[src/rtl/cmce_pkg.sv]
package cmce_pkg;
  localparam int NUM_OPS = 7;
  localparam int OFF_W   = 16;

  typedef logic [2:0] op_idx_t;

  typedef struct packed {
    logic    glob;
    op_idx_t idx;
  } cur_op_t;

  // start-address registers; the count register sits one word above each
  localparam logic [OFF_W-1:0] BAR_OFF [NUM_OPS] = '{
    16'h4000, 16'h4010, 16'h4018, 16'h4020, 16'h4030, 16'h4040, 16'h4048};
  // whole-cache trigger registers, same operation order as above
  localparam logic [OFF_W-1:0] TRIG_OFF [NUM_OPS] = '{
    16'h5000, 16'h5004, 16'h5008, 16'h5028, 16'h5044, 16'h5040, 16'h5048};
  localparam logic [OFF_W-1:0] CFG_OFF = 16'h0000;
  localparam logic [OFF_W:0]   MAR_LO  = 17'h08000;

  function automatic logic [3:0] op_code(cur_op_t c);
    return {c.glob, c.idx + 3'd1};
  endfunction
endpackage

[src/rtl/cmce_rst_sync.sv]
module cmce_rst_sync (
  input  logic clk,
  input  logic rst_async_n,
  output logic rst_sync_n
);
  logic [1:0] sync_q;

  always_ff @(posedge clk or negedge rst_async_n) begin
    if (!rst_async_n) sync_q <= 2'b00;
    else              sync_q <= {sync_q[0], 1'b1};
  end

  assign rst_sync_n = sync_q[1];
endmodule

[src/rtl/cmce_seq.sv]
module cmce_seq
  import cmce_pkg::*;
#(
  parameter int LINE_BYTES   = 128,
  parameter int GLOBAL_LINES = 256,
  parameter int CNT_W        = 16
) (
  input  logic             clk,
  input  logic             rst_n,
  input  logic             start,
  input  logic             start_glob,
  input  op_idx_t          start_idx,
  input  logic [31:0]      start_addr,
  input  logic [15:0]      start_cnt,
  input  logic             req_ready,
  output logic             req_valid,
  output logic [3:0]       req_op,
  output logic [31:0]      req_addr,
  output logic             busy,
  output cur_op_t          cur,
  output logic [CNT_W-1:0] rem
);
  localparam int WPL        = LINE_BYTES / 4;
  localparam int GLOB_WORDS = GLOBAL_LINES * WPL;
  localparam logic [31:0] LINE_MASK = 32'(LINE_BYTES - 1);

  logic [CNT_W-1:0] rem_q, rem_d;
  logic [31:0]      addr_q, addr_d;
  cur_op_t          cur_q, cur_d;
  logic             load, accept, upd_en;

  assign busy   = (rem_q != '0);
  assign load   = start & ~busy;
  assign accept = busy & req_ready;
  assign upd_en = load | accept;

  always_comb begin
    rem_d  = rem_q;
    addr_d = addr_q;
    cur_d  = cur_q;
    if (load) begin
      cur_d.glob = start_glob;
      cur_d.idx  = start_idx;
      if (start_glob) begin
        rem_d  = CNT_W'(GLOB_WORDS);
        addr_d = '0;
      end else begin
        rem_d  = CNT_W'(start_cnt);
        addr_d = start_addr & ~LINE_MASK;
      end
    end else if (accept) begin
      rem_d  = (rem_q > CNT_W'(WPL)) ? rem_q - CNT_W'(WPL) : '0;
      addr_d = addr_q + 32'(LINE_BYTES);
    end
  end

  always_ff @(posedge clk or negedge rst_n) begin
    if (!rst_n) begin
      rem_q  <= '0;
      addr_q <= '0;
      cur_q  <= '0;
    end else if (upd_en) begin
      rem_q  <= rem_d;
      addr_q <= addr_d;
      cur_q  <= cur_d;
    end
  end

  assign req_valid = busy;
  assign req_op    = op_code(cur_q);
  assign req_addr  = addr_q;
  assign cur       = cur_q;
  assign rem       = rem_q;

  assert_req_hold_R6: assert property (@(posedge clk) disable iff (!rst_n)
    req_valid && !req_ready |=> req_valid && $stable(req_op) && $stable(req_addr));
  assert_aligned_R2: assert property (@(posedge clk) disable iff (!rst_n)
    req_valid |-> (req_addr & LINE_MASK) == 32'd0);
  assert_line_step_R3: assert property (@(posedge clk) disable iff (!rst_n)
    req_valid && req_ready && rem_q > CNT_W'(WPL)
      |=> req_valid && req_addr == $past(req_addr) + 32'(LINE_BYTES));
  assert_last_line_R3: assert property (@(posedge clk) disable iff (!rst_n)
    req_valid && req_ready && rem_q <= CNT_W'(WPL) |=> !req_valid);
  assert_count_down_R4: assert property (@(posedge clk) disable iff (!rst_n)
    req_valid && req_ready |=> rem_q < $past(rem_q));
  assert_owner_kept_R8: assert property (@(posedge clk) disable iff (!rst_n)
    busy && !(req_ready && rem_q <= CNT_W'(WPL)) |=> $stable(cur_q) && busy);
endmodule

[src/rtl/cmce_regs.sv]
module cmce_regs
  import cmce_pkg::*;
#(
  parameter int MAR_REGIONS = 256,
  parameter int CNT_W       = 16
) (
  input  logic             clk,
  input  logic             rst_n,
  input  logic             reg_en,
  input  logic             reg_we,
  input  logic [15:0]      reg_addr,
  input  logic [31:0]      reg_wdata,
  output logic [31:0]      reg_rdata,
  input  logic             busy,
  input  cur_op_t          cur,
  input  logic [CNT_W-1:0] rem,
  output logic             start,
  output logic             start_glob,
  output op_idx_t          start_idx,
  output logic [31:0]      start_addr,
  output logic [15:0]      start_cnt
);
  localparam int MAR_IDX_W = (MAR_REGIONS > 1) ? $clog2(MAR_REGIONS) : 1;
  localparam logic [OFF_W:0] MAR_HI = MAR_LO + 17'(4 * MAR_REGIONS);

  logic                   wr;
  logic [31:0]            bar_q [NUM_OPS];
  logic [2:0]             mode_q;
  logic [MAR_REGIONS-1:0] mar_q;
  logic                   mode_en, mar_hit, mar_en;
  logic [MAR_IDX_W-1:0]   mar_sel;

  assign wr      = reg_en & reg_we;
  assign mode_en = wr && (reg_addr == CFG_OFF);
  assign mar_hit = ({1'b0, reg_addr} >= MAR_LO) && ({1'b0, reg_addr} < MAR_HI)
                   && (reg_addr[1:0] == 2'b00);
  assign mar_en  = wr && mar_hit;
  assign mar_sel = reg_addr[2 +: MAR_IDX_W];

  for (genvar k = 0; k < NUM_OPS; k++) begin : g_bar
    logic bar_en;
    assign bar_en = wr && (reg_addr == BAR_OFF[k]);
    always_ff @(posedge clk or negedge rst_n) begin
      if (!rst_n)      bar_q[k] <= '0;
      else if (bar_en) bar_q[k] <= reg_wdata;
    end
  end

  always_ff @(posedge clk or negedge rst_n) begin
    if (!rst_n)       mode_q <= '0;
    else if (mode_en) mode_q <= reg_wdata[2:0];
  end

  always_ff @(posedge clk or negedge rst_n) begin
    if (!rst_n)      mar_q <= '0;
    else if (mar_en) mar_q[mar_sel] <= reg_wdata[0];
  end

  // command decode: only one register matches any offset
  always_comb begin
    start      = 1'b0;
    start_glob = 1'b0;
    start_idx  = '0;
    start_addr = '0;
    start_cnt  = '0;
    for (int k = 0; k < NUM_OPS; k++) begin
      if (wr && !busy && reg_addr == BAR_OFF[k] + 16'd4 && reg_wdata[15:0] != 16'd0) begin
        start      = 1'b1;
        start_idx  = 3'(k);
        start_addr = bar_q[k];
        start_cnt  = reg_wdata[15:0];
      end
      if (wr && !busy && reg_addr == TRIG_OFF[k] && reg_wdata[0]) begin
        start      = 1'b1;
        start_glob = 1'b1;
        start_idx  = 3'(k);
      end
    end
  end

  always_comb begin
    reg_rdata = '0;
    if (reg_addr == CFG_OFF) reg_rdata[2:0] = mode_q;
    if (mar_hit)             reg_rdata[0]   = mar_q[mar_sel];
    for (int k = 0; k < NUM_OPS; k++) begin
      if (reg_addr == BAR_OFF[k]) reg_rdata = bar_q[k];
      if (reg_addr == BAR_OFF[k] + 16'd4 && busy && !cur.glob && cur.idx == 3'(k))
        reg_rdata[15:0] = rem[15:0];
      if (reg_addr == TRIG_OFF[k] && busy && cur.glob && cur.idx == 3'(k))
        reg_rdata[0] = 1'b1;
    end
  end

  assert_mode_only_on_write_R9: assert property (@(posedge clk) disable iff (!rst_n)
    !mode_en |=> $stable(mode_q));
  assert_mar_only_on_write_R10: assert property (@(posedge clk) disable iff (!rst_n)
    !mar_en |=> $stable(mar_q));
endmodule

[src/rtl/cmce_top.sv]
module cmce_top
  import cmce_pkg::*;
#(
  parameter int LINE_BYTES   = 128,
  parameter int GLOBAL_LINES = 256,
  parameter int MAR_REGIONS  = 256
) (
  input  logic        clk,
  input  logic        rst_n,
  input  logic        reg_en,
  input  logic        reg_we,
  input  logic [15:0] reg_addr,
  input  logic [31:0] reg_wdata,
  output logic [31:0] reg_rdata,
  output logic        req_valid,
  input  logic        req_ready,
  output logic [3:0]  req_op,
  output logic [31:0] req_addr
);
  localparam int WPL        = LINE_BYTES / 4;
  localparam int GLOB_CW    = $clog2(GLOBAL_LINES * WPL + 1);
  localparam int CNT_W      = (GLOB_CW > 16) ? GLOB_CW : 16;

  logic             rst_sync_n;
  logic             busy, start, start_glob;
  op_idx_t          start_idx;
  logic [31:0]      start_addr;
  logic [15:0]      start_cnt;
  cur_op_t          cur;
  logic [CNT_W-1:0] rem;

  cmce_rst_sync u_rst (
    .clk         (clk),
    .rst_async_n (rst_n),
    .rst_sync_n  (rst_sync_n)
  );

  cmce_regs #(.MAR_REGIONS(MAR_REGIONS), .CNT_W(CNT_W)) u_regs (
    .clk        (clk),
    .rst_n      (rst_sync_n),
    .reg_en     (reg_en),
    .reg_we     (reg_we),
    .reg_addr   (reg_addr),
    .reg_wdata  (reg_wdata),
    .reg_rdata  (reg_rdata),
    .busy       (busy),
    .cur        (cur),
    .rem        (rem),
    .start      (start),
    .start_glob (start_glob),
    .start_idx  (start_idx),
    .start_addr (start_addr),
    .start_cnt  (start_cnt)
  );

  cmce_seq #(.LINE_BYTES(LINE_BYTES), .GLOBAL_LINES(GLOBAL_LINES), .CNT_W(CNT_W)) u_seq (
    .clk        (clk),
    .rst_n      (rst_sync_n),
    .start      (start),
    .start_glob (start_glob),
    .start_idx  (start_idx),
    .start_addr (start_addr),
    .start_cnt  (start_cnt),
    .req_ready  (req_ready),
    .req_valid  (req_valid),
    .req_op     (req_op),
    .req_addr   (req_addr),
    .busy       (busy),
    .cur        (cur),
    .rem        (rem)
  );
endmodule

[config.mk]
export PLATFORM = sky130hd
export DESIGN_NAME = cmce_top
export DESIGN_NICKNAME = d
export VERILOG_FILES = /design/src/rtl/cmce_pkg.sv /design/src/rtl/cmce_rst_sync.sv /design/src/rtl/cmce_seq.sv /design/src/rtl/cmce_regs.sv /design/src/rtl/cmce_top.sv
export SDC_FILE = /design/constraint.sdc
export NUM_CORES = 1
export LEC_CHECK = 0
export BUFFER_PORTS_ARGS = -buffer_cell sky130_fd_sc_hd__buf_2
export CAP_MARGIN = 5
export CORE_ASPECT_RATIO = 0.8
export CORE_MARGIN = 2
export CORE_UTILIZATION = 30
export CTS_BUF_LIST = sky130_fd_sc_hd__clkbuf_4
export CTS_CLUSTER_SIZE = 24
export DETAILED_ROUTE_END_ITERATION = 7
export SETUP_SLACK_MARGIN = 0.3
export SYNTH_ARGS = -nofsm -noshare
export SYNTH_HDL_FRONTEND = slang
export SYNTH_SLANG_ARGS = --single-unit
[constraint.sdc]
create_clock -name clk -period 20.8 [get_ports clk]
set_input_delay 6.24 -clock clk [delete_from_list [all_inputs] [get_ports clk]]
set_output_delay 6.24 -clock clk [all_outputs]
set_load 0.05 [all_outputs]
==> results.py <==
metrics = {
    "yosys": {
        "syn_area_per_cell_um2": 10.15,
        "synthCells": 2744,
        "synth_area_um2": 27860,
        "synth_top_area_share_pct": 47.61,
        "synth_top_flop_cell": "dfrtp_1",
        "yosys_warnings": 0,
        "synth_edf_count": 0,
        "synth.area.top_cells": "dfrtp_1, mux2_2, mux4_2",
        "synth.largest_area_cell": "dfrtp_1",
        "synth-seq-cells": 530,
        "postSynth.asyncResetShare_pct": 100.0,
        "synth_seq_area_share_pct": 47.61,
        "ys_types": 90,
    },
    "pwr": {
        "leakagePower_uw": 0.01487,
        "power.total_uw": 2212,
        "cellPowerDensity_nw_per_um2": 70.44,
        "irDropWorstVdd_mv": 0.03888,
    },
    "global_routing": {
        "grt_use_met3_pct": 6.752,
        "grt_max_degree": 185,
        "use_met1_pct": 30.66,
        "grt_pass1_wl_um": 154700,
        "overflow": 0,
        "top_usage_layer": "met1",
        "grtUsageMet2_pct": 29.96,
        "first_global_vias": 23640,
        "antenna_found_initial": 14,
        "grt_usage_pct": 21.32,
    },
    "sta": {
        "max_clock_freq_ghz": 0.05848,
        "period_minus_slack_ps": 17100,
        "tightestPinTransition_ps": 1337,
        "final.setup.tns_ps": 0,
        "hold_viol_final": 0,
        "slew_viol_final": 0,
        "setup_viol": 0,
        "rsz0062_at_grt": "false",
        "skew_ps": 91.02,
        "fin_ws_ps": 3699,
        "worst_slew_margin_rel_pct": 10.51,
        "fin_crit_sh_pct": 82.21,
    },
    "cts": {
        "cts_hold_buf": 0,
        "post-cts-setup-buffers": 0,
        "cts_buffer_depth": 3,
        "post_cts_resized": 0,
        "htreeDepth": 4,
        "clock_latency_ps": 1010,
        "cts_tree": "done",
        "root_buffer": "clkbuf_4",
        "cts.sinks": 530,
        "cts.clk_slew.worst_paths_ps": 70,
        "numCtsBuffers": 149,
    },
    "worst_hold_path": {
        "holdPathStages": 0,
        "hp-class": "reg2reg",
        "hold_path_end": "u_rst.sync_q[1]",
        "hp-start": "u_rst.sync_q[0]",
    },
    "critical_path": {
        "path_class": "in2out",
        "worstPathArrival_ps": 10860,
        "cp.required_ps": 14560,
        "crit_fanout": 34,
        "reg2reg_from": "u_seq.rem[11]",
        "critical_path.endpoint_type": "output port",
        "r2r_cells": 8,
        "cp-start-kind": "input pin",
        "rr_endpoint": "u_seq.req_addr[27]",
        "regToRegSetupSlack_ps": 16660,
    },
    "place": {
        "port_buffers": 114,
        "pre_cts_ws_ps": 3842,
        "hpwl_um": 64260,
        "routabilityCongestion": 0.9582,
    },
    "drt": {
        "firstDrtPassIters": 8,
        "drc_errors": 1,
        "via_per_inst": 5.878,
        "drtIter0Drc": 3185,
        "num_vias": 24380,
        "routed_wl_um": 103100,
        "final_antenna_net_count": 0,
        "post_drt_wl_per_cell_um": 24.85,
    },
    "floorplanning": {
        "coreArea_um2": 91540,
        "start_util_pct": 30.43,
        "placementRows": 99,
        "die_x_um": 344.7,
        "ios": 122,
        "fp.dieArea_um2": 95320,
        "die_h_um": 276.5,
    },
    "job": {
        "maxCapViolations": 0,
    },
    "status": {
        "outcome": "finished with violations",
        "violations": "design-rule violations",
    },
    "finish": {
        "final_common_cell": "dfrtp_1",
        "final_cell_mix": "dfrtp_1, nand2_1, mux2_2",
        "synthToLayoutAreaGrowth_pct": 12.73,
        "finish.utilization_pct": 34.30,
        "drive_above_1_share_pct": 26.53,
        "nets": 2883,
    },
}
[logic make-up after synthesis]
group                      count (synthesis)  share of synthesized area (%)
and+or+nand+nor                          945                          16.11
AOI/OAI and AO/OA                        619                          14.75
DFF                                      530                          47.61
muxes                                    372                          17.14
buffers and inverters                    267                          3.980
adders and majority gates                  7                         0.3144
other                                      2                        0.02696
xor gates and xnor gates                   2                        0.06290
[stage by stage]
| stage | hold WS [ps] | cell area, um2 | cells |
|---|---|---|---|
| floorplan | 331.2 | 27880 | 2750 |
| global placement | 332.8 | 29510 | 3884 |
| detailed placement | 342.6 | 29510 | 3884 |
| CTS | 357.9 | 31390 | 4144 |
| global route | 372.9 | 31400 | 4146 |
| finish | 345.4 | 31400 | 4148 |
[worst max-delay path by stage]
stage / startpoint / end / slack [ps] / cells after the start
CTS: reg_addr[2] / reg_rdata[12] / 3840 / 10
finish: reg_addr[2] / reg_rdata[12] / 3700 / 10
global placement: reg_addr[4] / reg_rdata[13] / 4010 / 11
global route: reg_addr[2] / reg_rdata[12] / 3490 / 10
floorplan: reg_addr[2] / reg_rdata[13] / 4790 / 12
detailed placement: reg_addr[2] / reg_rdata[12] / 3840 / 10
[state kept, by name, summed over array words and instances (netlist names)]
| name | count |
|---|---|
| u_regs.mar_q | 256 |
| u_regs.bar_q | 224 |
| u_seq.req_addr | 25 |
| u_seq.rem | 16 |
| u_seq.cur | 4 |
| u_regs.mode_q | 3 |
| u_rst.sync_q | 2 |
[cells in the mapped netlist, types with 17 or more instances]
cell,n
nor2_1,180
inv_1,19
o22ai_1,18
nand4_1,26
o21ai_0,224
buf_2,37
a31oi_1,21
nand3_1,245
dfrtp_1,530
a221o_1,17
o211ai_1,19
mux2_1,29
nor4_1,17
a221oi_1,17
o21ai_1,27
nor3_1,41
nand2_1,322
mux2i_1,27
mux2_2,261
a222oi_1,35
a21oi_1,60
buf_1,25
clkbuf_1,171
a22oi_1,62
o221ai_1,18
mux4_2,55
[where the power goes]
group	internal [uW]	leakage, uW	switching, uW
clock	494	0.00112	475
combinational	43.7	0.00641	127
sequential	1040	0.00735	28.3
total	1580	0.0149	630
[critical path, stage by stage]
cell	delay [ps]
buf_4	450
buf_4	550
or4b_1	650
nor4_1	700
a32oi_1	230
a21boi_1	650
or2_1	540
nand2_1	160
a31oi_1	310
buf_2	330
[routing by layer]
metal / vias up / part of all wire (%)
met5: - / 0.13
li1: 10420 / -
met1: 12290 / 43
met3: 230 / 12
met2: 1422 / 42
met4: 18 / 2.7
[final cells by class]
cell class,count,area (um2)
fillers,9278,60140
multi-input cells,1953,13640
flip-flops and latches,530,13270
clock buffers,223,1674
well taps,1212,1516
repair buffers,170,1015
clock inverters,37,206.4
inverters,19,71.32
diodes,4,10.01
Power figures use the tool's default switching activity.
